$ cat src/rtl/vseq_pkg.sv
package vseq_pkg;
  localparam logic [5:0] PFX_MAJOR = 6'b000001;
  localparam int PFX_MAJOR_HI = 31;
  localparam int PFX_FLAG_A = 24;
  localparam int PFX_FLAG_B = 22;
  localparam int INC_PREFIXED = 8;
  localparam int INC_PLAIN = 4;
endpackage

$ cat src/rtl/vseq_prefix_detect.sv
module vseq_prefix_detect #(
  parameter int PW = 32
) (
  input  logic [PW-1:0] word,
  output logic          is_pfx
);
  import vseq_pkg::*;
  localparam int MAJ_LO = PFX_MAJOR_HI - 5;

  always_comb begin
    is_pfx = (word[PFX_MAJOR_HI:MAJ_LO] == PFX_MAJOR)
             && word[PFX_FLAG_A] && word[PFX_FLAG_B];
  end
endmodule

$ cat src/rtl/vseq_step_ctr.sv
module vseq_step_ctr #(
  parameter int SW = 7
) (
  input  logic          clk,
  input  logic          rst,
  input  logic          is_pfx,
  input  logic          dst_vec,
  input  logic [SW-1:0] vl,
  input  logic          done,
  output logic [SW-1:0] step,
  output logic          last
);
  localparam int XW = SW + 1;
  logic [XW-1:0] step_p1;
  logic [XW-1:0] vl_ext;

  always_comb begin
    step_p1 = {1'b0, step} + XW'(1);
    vl_ext  = {1'b0, vl};
    last    = !is_pfx || !dst_vec || (step_p1 >= vl_ext);
  end

  always_ff @(posedge clk) begin
    if (rst) begin
      step <= '0;
    end else if (done) begin
      if (last) step <= '0;
      else      step <= step_p1[SW-1:0];
    end
  end
endmodule

$ cat src/rtl/vseq_reg_map.sv
module vseq_reg_map #(
  parameter int RW = 5,
  parameter int SW = 7,
  parameter int N  = 4
) (
  input  logic [N*RW-1:0] base_flat,
  input  logic [N-1:0]    is_vec,
  input  logic            is_pfx,
  input  logic [SW-1:0]   step,
  output logic [N*RW-1:0] reg_flat
);
  localparam int OW = (SW < RW) ? SW : RW;
  logic [RW-1:0] offs;

  always_comb begin
    offs = '0;
    offs[OW-1:0] = step[OW-1:0];
  end

  for (genvar i = 0; i < N; i++) begin : g_opnd
    always_comb begin
      if (is_pfx && is_vec[i])
        reg_flat[i*RW +: RW] = base_flat[i*RW +: RW] + offs;
      else
        reg_flat[i*RW +: RW] = base_flat[i*RW +: RW];
    end
  end
endmodule

$ cat src/rtl/vseq_pc_next.sv
module vseq_pc_next #(
  parameter int PCW = 64
) (
  input  logic [PCW-1:0] cur_pc,
  input  logic           is_pfx,
  input  logic           hold,
  output logic [PCW-1:0] next_pc
);
  import vseq_pkg::*;
  logic [PCW-1:0] inc;

  always_comb begin
    inc = is_pfx ? PCW'(INC_PREFIXED) : PCW'(INC_PLAIN);
    next_pc = hold ? cur_pc : cur_pc + inc;
  end
endmodule

$ cat src/rtl/vec_elem_seq.sv
module vec_elem_seq #(
  parameter int PW   = 32,
  parameter int PCW  = 64,
  parameter int SW   = 7,
  parameter int RW   = 5,
  parameter int NSRC = 3
) (
  input  logic               clk,
  input  logic               rst,
  input  logic [PW-1:0]      prefix_word,
  input  logic [PCW-1:0]     cur_pc,
  input  logic [SW-1:0]      vec_len,
  input  logic [NSRC*RW-1:0] src_base_flat,
  input  logic [NSRC-1:0]    src_is_vec,
  input  logic [RW-1:0]      dst_base,
  input  logic               dst_is_vec,
  input  logic               elem_done,
  output logic [PCW-1:0]     next_pc,
  output logic [SW-1:0]      step,
  output logic [NSRC*RW-1:0] src_reg_flat,
  output logic [RW-1:0]      dst_reg,
  output logic               dst_we,
  output logic               pc_advance,
  output logic               is_prefixed
);
  localparam int NOP = NSRC + 1;

  logic                last_elem;
  logic [NOP*RW-1:0]   all_base;
  logic [NOP-1:0]      all_vec;
  logic [NOP*RW-1:0]   all_reg;

  vseq_prefix_detect #(.PW(PW)) u_detect (
    .word   (prefix_word),
    .is_pfx (is_prefixed)
  );

  vseq_step_ctr #(.SW(SW)) u_step (
    .clk     (clk),
    .rst     (rst),
    .is_pfx  (is_prefixed),
    .dst_vec (dst_is_vec),
    .vl      (vec_len),
    .done    (elem_done),
    .step    (step),
    .last    (last_elem)
  );

  always_comb begin
    all_base = {dst_base, src_base_flat};
    all_vec  = {dst_is_vec, src_is_vec};
  end

  vseq_reg_map #(.RW(RW), .SW(SW), .N(NOP)) u_regs (
    .base_flat (all_base),
    .is_vec    (all_vec),
    .is_pfx    (is_prefixed),
    .step      (step),
    .reg_flat  (all_reg)
  );

  always_comb begin
    src_reg_flat = all_reg[NSRC*RW-1:0];
    dst_reg      = all_reg[NOP*RW-1 -: RW];
    dst_we       = elem_done;
    pc_advance   = elem_done && last_elem;
  end

  vseq_pc_next #(.PCW(PCW)) u_pc (
    .cur_pc  (cur_pc),
    .is_pfx  (is_prefixed),
    .hold    (!last_elem),
    .next_pc (next_pc)
  );
endmodule

$ cat config.mk
export PLATFORM = sky130hd
export DESIGN_NAME = vec_elem_seq
export DESIGN_NICKNAME = d
export VERILOG_FILES = /design/src/rtl/vseq_pkg.sv /design/src/rtl/vseq_prefix_detect.sv /design/src/rtl/vseq_step_ctr.sv /design/src/rtl/vseq_reg_map.sv /design/src/rtl/vseq_pc_next.sv /design/src/rtl/vec_elem_seq.sv
export SDC_FILE = /design/constraint.sdc
export NUM_CORES = 1
export LEC_CHECK = 0
export BUFFER_PORTS_ARGS = -buffer_cell sky130_fd_sc_hd__buf_4
export CAP_MARGIN = 20
export CORE_MARGIN = 5
export CORE_UTILIZATION = 37
export DETAILED_ROUTE_END_ITERATION = 6
export PLACE_DENSITY_LB_ADDON = 0.12
export SLEW_MARGIN = 20
export SYNTH_ARGS = -nofsm -noshare
export SYNTH_HDL_FRONTEND = slang
export SYNTH_SLANG_ARGS = --single-unit
$ cat constraint.sdc
create_clock -name clk -period 3.3 [get_ports clk]
set_clock_uncertainty 0.15 [all_clocks]
set_input_delay 0.495 -clock clk [delete_from_list [all_inputs] [get_ports clk]]
set_output_delay 0.495 -clock clk [all_outputs]
set_load 0.02 [all_outputs]
==> impl_metrics.sql, run 1 <==
INSERT INTO impl_metrics (metric_group, metric, value, unit) VALUES
('final_layout', 'registers.top_by_ff_count', 'u_step.step', ''),
('placement', 'dp_worst_setup_slack', '-0.365', 'ns'),
('clock_network', 'cts_hold_repair.buffers', '0', ''),
('die', 'chipHeight', '97.1', 'µm'),
('power', 'clock_power_share', '0.174', ''),
('grt', 'first_global_vias', '4026', ''),
('clock_network', 'worst_skew_pair_later_pin_latency', '0.23', 'ns'),
('final_layout', 'n_antenna_cell', '0', ''),
('power', 'internal-power', '0.417', 'mW'),
('synth', 'ys_ff_latch', '7', ''),
('die', 'die_area', '9420', 'µm²'),
('critical_path', 'worstPathMaxFanout', '4', ''),
('grt', 'met3_track_usage_gr', '0.0431', ''),
('synth', 'nets_in_the_synthesized_netlist', '557', ''),
('critical_path', 'critical_path_arrival', '2.97', 'ns'),
('critical_path', 'cpMaxStageDelayCell', 'a2111oi_4', ''),
('die', 'rows', '31', ''),
('critical_path', 'rrSetupSlack', '0.31', 'ns'),
('die', 'fp.dieW', '97.1', 'µm'),
('grt', 'grt_max_degree', '17', ''),
('timing', 'min_period', '3.62', 'ns'),
('critical_path', 'crit_path_cell_trace', 'ha_4 -> nand2_4 -> nor2_4 -> xnor2_2 -> ha_1 -> nand3_2 -> or3_4 -> a2111oi_4 -> buf_4 -> nand3_2 -> xnor2_2 -> buf_4', ''),
('placement', 'port_buffers', '195', ''),
('synth', 'synth_top_cell_area_share', '0.153', ''),
('route', 'antenna_left', '0', ''),
('critical_path', 'crit-reg2reg-capture', 'u_step.step[3]', ''),
('clock_network', 'cts_max_level', '1', ''),
('grt', 'grt-busiest-layer', 'met2', ''),
('clock_network', 'clock_tree.buffer_depth', '2', ''),
('power', 'pwr_density_cell', '111', 'nW/µm²'),
('synth', 'postSynth.topFlopCell', 'dfxtp_1', ''),
('timing', 'setup_viol_count_final', '63', ''),
('power', 'sw_frac_of_total', '0.407', ''),
('power', 'power.ir.vdd_worst', '0.100', 'mV'),
('grt', 'gr-usage-all-layers', '0.240', ''),
('synth', 'yosys_warnings', '0', ''),
('critical_path', 'startpoint_type', 'register', ''),
('grt', 'grtUsageMet1', '0.281', ''),
('power', 'power.switching', '0.286', 'mW'),
('route', 'via_count', '4213', ''),
('final_layout', 'largest_registers', 'u_step.step x7', ''),
('timing', 'postLayoutSetupSlackWorst', '-0.319', 'ns'),
('placement', 'detailed_place.area', '5240', 'µm²'),
('route', 'initial_drc_count', '203', ''),
('timing', 'max-slew-margin-rel', '0.494', ''),
('synth', 'synth_cells', '396', ''),
('final_layout', 'num-nets-final', '837', ''),
('outcome', 'status', 'finished with violations', ''),
('route', 'drt-vias-per-instance', '5.44', ''),
('flow_run', 'cap_violations', '0', ''),
('clock_network', 'tritoncts', 'built', ''),
('placement', 'dpl.hpwl', '9.09', 'mm'),
('synth', 'synth_top_cell_by_area', 'xor2_1', ''),
('timing', 'period_utilisation_layout', '1.10', ''),
('critical_path', 'timing_worst_setup_path_type', 'reg -> out', ''),
('outcome', 'violations', 'setup timing', ''),
('critical_path', 'cp-end-kind', 'primary output', ''),
('route', 'postRouteWirelength', '14.4', 'mm'),
('critical_path', 'startpoint', 'u_step.step[0]', ''),
('final_layout', 'fraction_of_layout_cells_with_a_size_suffix_above_1', '0.644', ''),
('critical_path', 'timing.critical_path.required', '2.65', 'ns'),
('clock_network', 'cts_sinks', '7', ''),
('power', 'pwr-share-seq', '0.118', ''),
('placement', 'final_estimated_routing_congestion_in_global_placement', '0.862', ''),
('final_layout', 'final.fill_count', '387', ''),
('placement', 'numPlacedInstances', '736', ''),
('grt', 'grt_antenna_before_repair', '0', ''),
('die', 'effective_utilization_at_floorplan', '0.382', ''),
('critical_path', 'worst_path_largest_cell_delay', '0.43', 'ns'),
('synth', 'post_synth_instance_area', '2800', 'µm²'),
('timing', 'rsz0062_at_grt', 'true', '');
power groups by stage:
stage,registers (mW),logic (mW),clock network (mW)
3_5_place_dp,0.0864,0.435,0
6_report,0.0833,0.498,0.123
2_1_floorplan,0.0864,0.190,0
5_1_grt,0.0833,0.526,0.128
4_1_cts,0.0841,0.458,0.124
3_3_place_gp,0.0864,0.428,0
what timing repair did:
item	in CTS	in global routing
resized for setup	92	69
buffers inserted	18	19
endpoints found under the setup margin	63	63
gates cloned	0	1
pin swaps	29	38
cell usage in the layout (no fill, tap or decap), types with 10 or more instances in the layout:
master     n
o21ai_0   12
xnor2_2   29
ha_1      23
inv_1     29
nand4_1   10
xor2_1    28
buf_4    229
buf_6     50
nand2_1   42
a21o_1    10
a21oi_1   14
nor2_1    14
xor2_2    21
nand3_1   16
metrics by stage:
stage / TNS, ns / utilization / hold WS, ns
after floorplan: -21.90 / - / 0.398
after global placement: -13.46 / 0.714 / 0.325
after detailed placement: -14.82 / 0.714 / 0.334
after CTS: -8.90 / 0.797 / 0.330
after global routing: -19.94 / 0.866 / 0.336
final: -13.43 / 0.866 / 0.338
metal layers:
layer	routed length, µm	part of all wire
met3	1150	0.080
met4	637	0.044
met5	0	0
met1	5280	0.37
met2	7310	0.51
synth_stat cells (all sizes together), types with 8 or more instances:
| library cell | number |
|---|---|
| ha | 26 |
| nand3 | 32 |
| nand4 | 11 |
| a21o | 10 |
| xnor2 | 32 |
| nand2 | 49 |
| a21oi | 14 |
| nand2b | 8 |
| o21ai | 15 |
| inv | 31 |
| nor4 | 9 |
| xor2 | 49 |
| nor3 | 18 |
| nor2 | 29 |
worst min-delay path by stage:
stage	slack, ns	startpoint	cells after the start	end
floorplan	0.40	u_step.step[6]	2	u_step.step[6]
global placement	0.33	u_step.step[6]	2	u_step.step[6]
detailed placement	0.33	u_step.step[6]	2	u_step.step[6]
CTS	0.33	rst	2	u_step.step[1]
global route	0.34	rst	2	u_step.step[4]
finish	0.34	u_step.step[6]	2	u_step.step[6]
critical path: cells and delay by family, from the launching register on:
family,cells,cell delay [ns]
buffers and inverters,2,0.40
AO/OA/AOI/OAI,1,0.43
AND/OR/NAND/NOR,5,0.80
adder cells (fa/ha/maj),2,0.50
XOR/XNOR,2,0.25
flip-flops,1,0.36
area by class of cell:
type	count	area [µm²]	share of cell area
clock buffers	4	45.0	0.00710
well taps	99	124	0.0195
multi-input cells	347	3480	0.548
inverters	31	121	0.0191
flip-flops and latches	7	151	0.0239
repair buffers	286	2430	0.382
cell families (layout without fill, tap and decap cells):
kind of cell / after synthesis / after routing / synth area share
adder cells (fa/ha/maj): 31 / 31 / 0.152
AND/OR/NAND/NOR: 179 / 179 / 0.334
AO/OA/AOI/OAI: 50 / 50 / 0.122
multiplexers: 6 / 6 / 0.0241
XOR/XNOR: 81 / 81 / 0.253
buffers and inverters: 42 / 321 / 0.0651
flip-flops: 7 / 7 / 0.0500
Power figures use the tool's default switching activity.
==> run 2: changes to the inputs <==
Settings changed: ABC_AREA from default to 1, CORE_UTILIZATION 37 to 44.
==> run 2 against run 1 <==
Clock power barely moved; largest cell class unchanged; setup slack improved by 0.35 ns; die area rose by 30%; via count rose by 54%; sequential share of layout area fell by 0.12 points; maximum frequency rose by 11%; wire length rose by 29%; global-route usage rose by 2.9 points; largest power group unchanged; critical path depth rose by 3; register-to-register slack improved by 0.54 ns; the run now ends clean.
==> impl_metrics.sql, run 2 <==
INSERT INTO impl_metrics (metric_group, metric, value, unit) VALUES
('route', 'via_count', '6502', ''),
('synth', 'synth-compound-area-share', '0.0740', ''),
('final_layout', 'most-common-layout-cells', 'nand2_1 (383), buf_4 (211), nor2_1 (121), inv_1 (70), nand4_1 (69)', ''),
('route', 'initial_drc_count', '509', ''),
('power', 'static-leakage-power', '3.43', 'nW'),
('grt', 'first_global_vias', '5576', ''),
('critical_path', 'startpoint_type', 'register', ''),
('placement', 'final_estimated_routing_congestion_in_global_placement', '0.966', ''),
('outcome', 'status', 'complete, no violations', ''),
('timing', 'min_period', '3.26', 'ns'),
('timing', 'tightestPinTransition', '0.452', 'ns'),
('power', 'power.ir.vdd_worst', '0.281', 'mV'),
('clock_network', 'clk_pin_slew_worst_paths', '0.04', 'ns'),
('final_layout', 'areaGrowthSynthToFinish', '47.8', '%'),
('die', 'chipHeight', '111', 'µm'),
('die', 'die_area', '12200', 'µm²'),
('route', 'detail_route.drc_violations', '0', ''),
('route', 'drt-wirelength-per-cell', '15.0', 'µm'),
('clock_network', 'clock_tree.buffer_depth', '2', ''),
('synth', 'nets_in_the_synthesized_netlist', '1052', ''),
('timing', 'max-slew-margin-rel', '0.698', ''),
('placement', 'detailed_place.area', '6160', 'µm²'),
('synth', 'synth_enable_flop_cells', '0', ''),
('grt', 'gr-usage-all-layers', '0.269', ''),
('clock_network', 'cts_sinks', '7', ''),
('critical_path', 'cp-end-kind', 'primary output', ''),
('critical_path', 'critical_path_arrival', '2.62', 'ns'),
('final_layout', 'registers.top_by_ff_count', 'u_step.step', ''),
('flow_run', 'cap_violations', '0', ''),
('timing', 'hold-worst-slack', '0.380', 'ns'),
('synth', 'synth_cell_type_count', '28', ''),
('critical_path', 'rrSetupSlack', '0.85', 'ns'),
('synth', 'synth-xor-area-share', '0.0846', ''),
('placement', 'port_buffers', '195', ''),
('final_layout', 'largest_reg_flops', '7', ''),
('power', 'pwr_density_cell', '127', 'nW/µm²'),
('synth', 'synth_fa_ha_area_frac', '0.0956', ''),
('synth', 'synth_top_cell_area_share', '0.327', ''),
('grt', 'gr-total-overflow', '0', ''),
('final_layout', 'regArea', '149', 'µm²'),
('synth', 'synth.mux.area_fraction', '0', ''),
('die', 'fp.dieW', '111', 'µm'),
('clock_network', 'tritoncts', 'built', ''),
('worst_hold_path', 'hp-class', 'in -> reg', ''),
('final_layout', 'n_antenna_cell', '0', ''),
('final_layout', 'multiInputGateArea', '4030', 'µm²'),
('final_layout', 'num-nets-final', '1261', ''),
('final_layout', 'layout_commonest_cell', 'nand2_1', ''),
('timing', 'setup_viol_count_final', '0', ''),
('synth', 'synth_top_cell_by_area', 'nand2_1', ''),
('clock_network', 'worst_skew_pair_later_pin_latency', '0.23', 'ns'),
('route', 'drt_pass1_iterations', '5', ''),
('synth', 'ys_ff_latch', '7', ''),
('route', 'antenna_left', '0', ''),
('synth', 'ys_async_sr_fraction', '0', ''),
('synth', 'synth_seq_area_share', '0.0315', ''),
('synth', 'post_synth_instance_area', '4450', 'µm²'),
('die', 'design.portCount', '224', ''),
('synth', 'synth_most_common_cell', 'nand2_1', ''),
('timing', 'timing.final.max_slew_violations', '0', ''),
('clock_network', 'cts_max_level', '1', ''),
('final_layout', 'stdcell_area', '6580', 'µm²'),
('final_layout', 'largest_registers', 'u_step.step x7', ''),
('timing', 'sum_of_negative_setup_slack', '0', 'ns'),
('critical_path', 'timing_worst_setup_path_type', 'reg -> out', ''),
('critical_path', 'worstPathMaxFanout', '7', ''),
('die', 'core_box_area', '9820', 'µm²'),
('route', 'postRouteWirelength', '18.5', 'mm'),
('route', 'drt-vias-per-instance', '5.28', ''),
('synth', 'synth.cells.most_frequent', 'nand2_1 (388), nor2_1 (125), inv_1 (72)', ''),
('timing', 'timing.fmax', '306', 'MHz'),
('timing', 'finalHoldViolCount', '0', ''),
('synth', 'synth_area_leaders', 'nand2_1 (33%), nor2_1 (11%), nand4_1 (9.7%), ha_1 (7.3%), inv_1 (6.1%)', ''),
('grt', 'grt_first_pass_wirelength', '27.9', 'mm'),
('final_layout', 'final.fill_count', '990', ''),
('synth', 'synth_simple_gate_area_share', '0.618', ''),
('critical_path', 'timing.critical_path.required', '2.65', 'ns'),
('die', 'effective_utilization_at_floorplan', '0.453', ''),
('placement', 'dpl.hpwl', '14.7', 'mm'),
('synth', 'synth_cells', '891', ''),
('synth', 'syn_area_per_cell', '4.99', 'µm²'),
('final_layout', 'fraction_of_layout_cells_with_a_size_suffix_above_1', '0.256', ''),
('grt', 'grt_antenna_before_repair', '0', ''),
('synth', 'postSynth.topFlopCell', 'dfxtp_1', ''),
('synth', 'synth_top_family_by_area', 'simple AND/OR/NAND/NOR gates', ''),
('clock_network', 'cts.root.buffer_cell', 'clkbuf_8', ''),
('die', 'rows', '36', ''),
('synth', 'yosys_warnings', '0', ''),
('clock_network', 'cts_buffers', '3', ''),
('grt', 'grt_max_degree', '53', ''),
('timing', 'rsz0062_at_grt', 'true', ''),
('timing', 'period_utilisation_layout', '0.989', '');
run 2: power by group:
part / switching, mW / internal (mW) / total, mW
Sequential: 0.00459 / 0.0875 / 0.0921
Clock: 0.0403 / 0.0839 / 0.124
Combinational: 0.342 / 0.274 / 0.616
Total: 0.387 / 0.446 / 0.833
run 2: area by class of cell:
class                      instances  share of cell area
inverter                          77              0.0439
tap                              133              0.0253
clock buffer                       4             0.00685
multi-input combinational        779               0.612
sequential                         7              0.0226
timing repair buffer             232               0.289
run 2: stage by stage:
stage,cells,power (mW),setup WS (ns),utilization
after floorplan,891,0.396,0.248,-
after global placement,1216,0.678,0.0188,0.628
after detailed placement,1216,0.684,-0.0212,0.628
after CTS,1220,0.811,0.00784,0.635
after global routing,1232,0.899,-0.0606,0.670
final,1232,0.833,0.0360,0.670
run 2: critical path: stages, from the launching register on:
cell      delay, ns
dfxtp_4        0.39
ha_4           0.15
nand2_4        0.07
o21ai_0        0.17
o21ai_0        0.12
inv_1          0.10
ha_1           0.23
nand2_1        0.06
nand3b_4       0.14
nor2_4         0.05
nor2_8         0.14
nand3_4        0.21
buf_12         0.22
nand2_1        0.05
nand2_1        0.11
buf_6          0.16
run 2: cell families after synthesis:
logic type / after synthesis
XOR/XNOR: 43
buffers and inverters: 105
adder cells (fa/ha/maj): 31
AND/OR/NAND/NOR: 640
AO/OA/AOI/OAI: 65
flip-flops: 7
run 2: layer usage:
| metal | vias up | share of wire | global-route usage |
|---|---|---|---|
| li1 | 3293 | - | - |
| met1 | 2893 | 0.45 | 0.390 |
| met2 | 289 | 0.45 | 0.427 |
| met3 | 27 | 0.089 | 0.0377 |
| met4 | 0 | 0.014 | 0.0443 |
| met5 | - | 0 | 0 |
run 2: what timing repair did:
action / 4_1_cts / 5_1_grt
cloned: 0 / 6
buffers inserted: 0 / 6
pin swaps: 2 / 7
hold buffers: 0 / 0
resized for setup: 6 / 43
setup endpoints to repair: 62 / 62
run 2: path summary, 6_finish.rpt:
| check | startpoint | end | cells past startpoint |
|---|---|---|---|
| setup / recovery | u_step.step[0] | next_pc[39] | 15 |
| hold / removal | elem_done | u_step.step[1] | 2 |
| hold reg to reg | u_step.step[6] | u_step.step[6] | 4 |
| setup reg to reg | u_step.step[0] | u_step.step[0] | 13 |
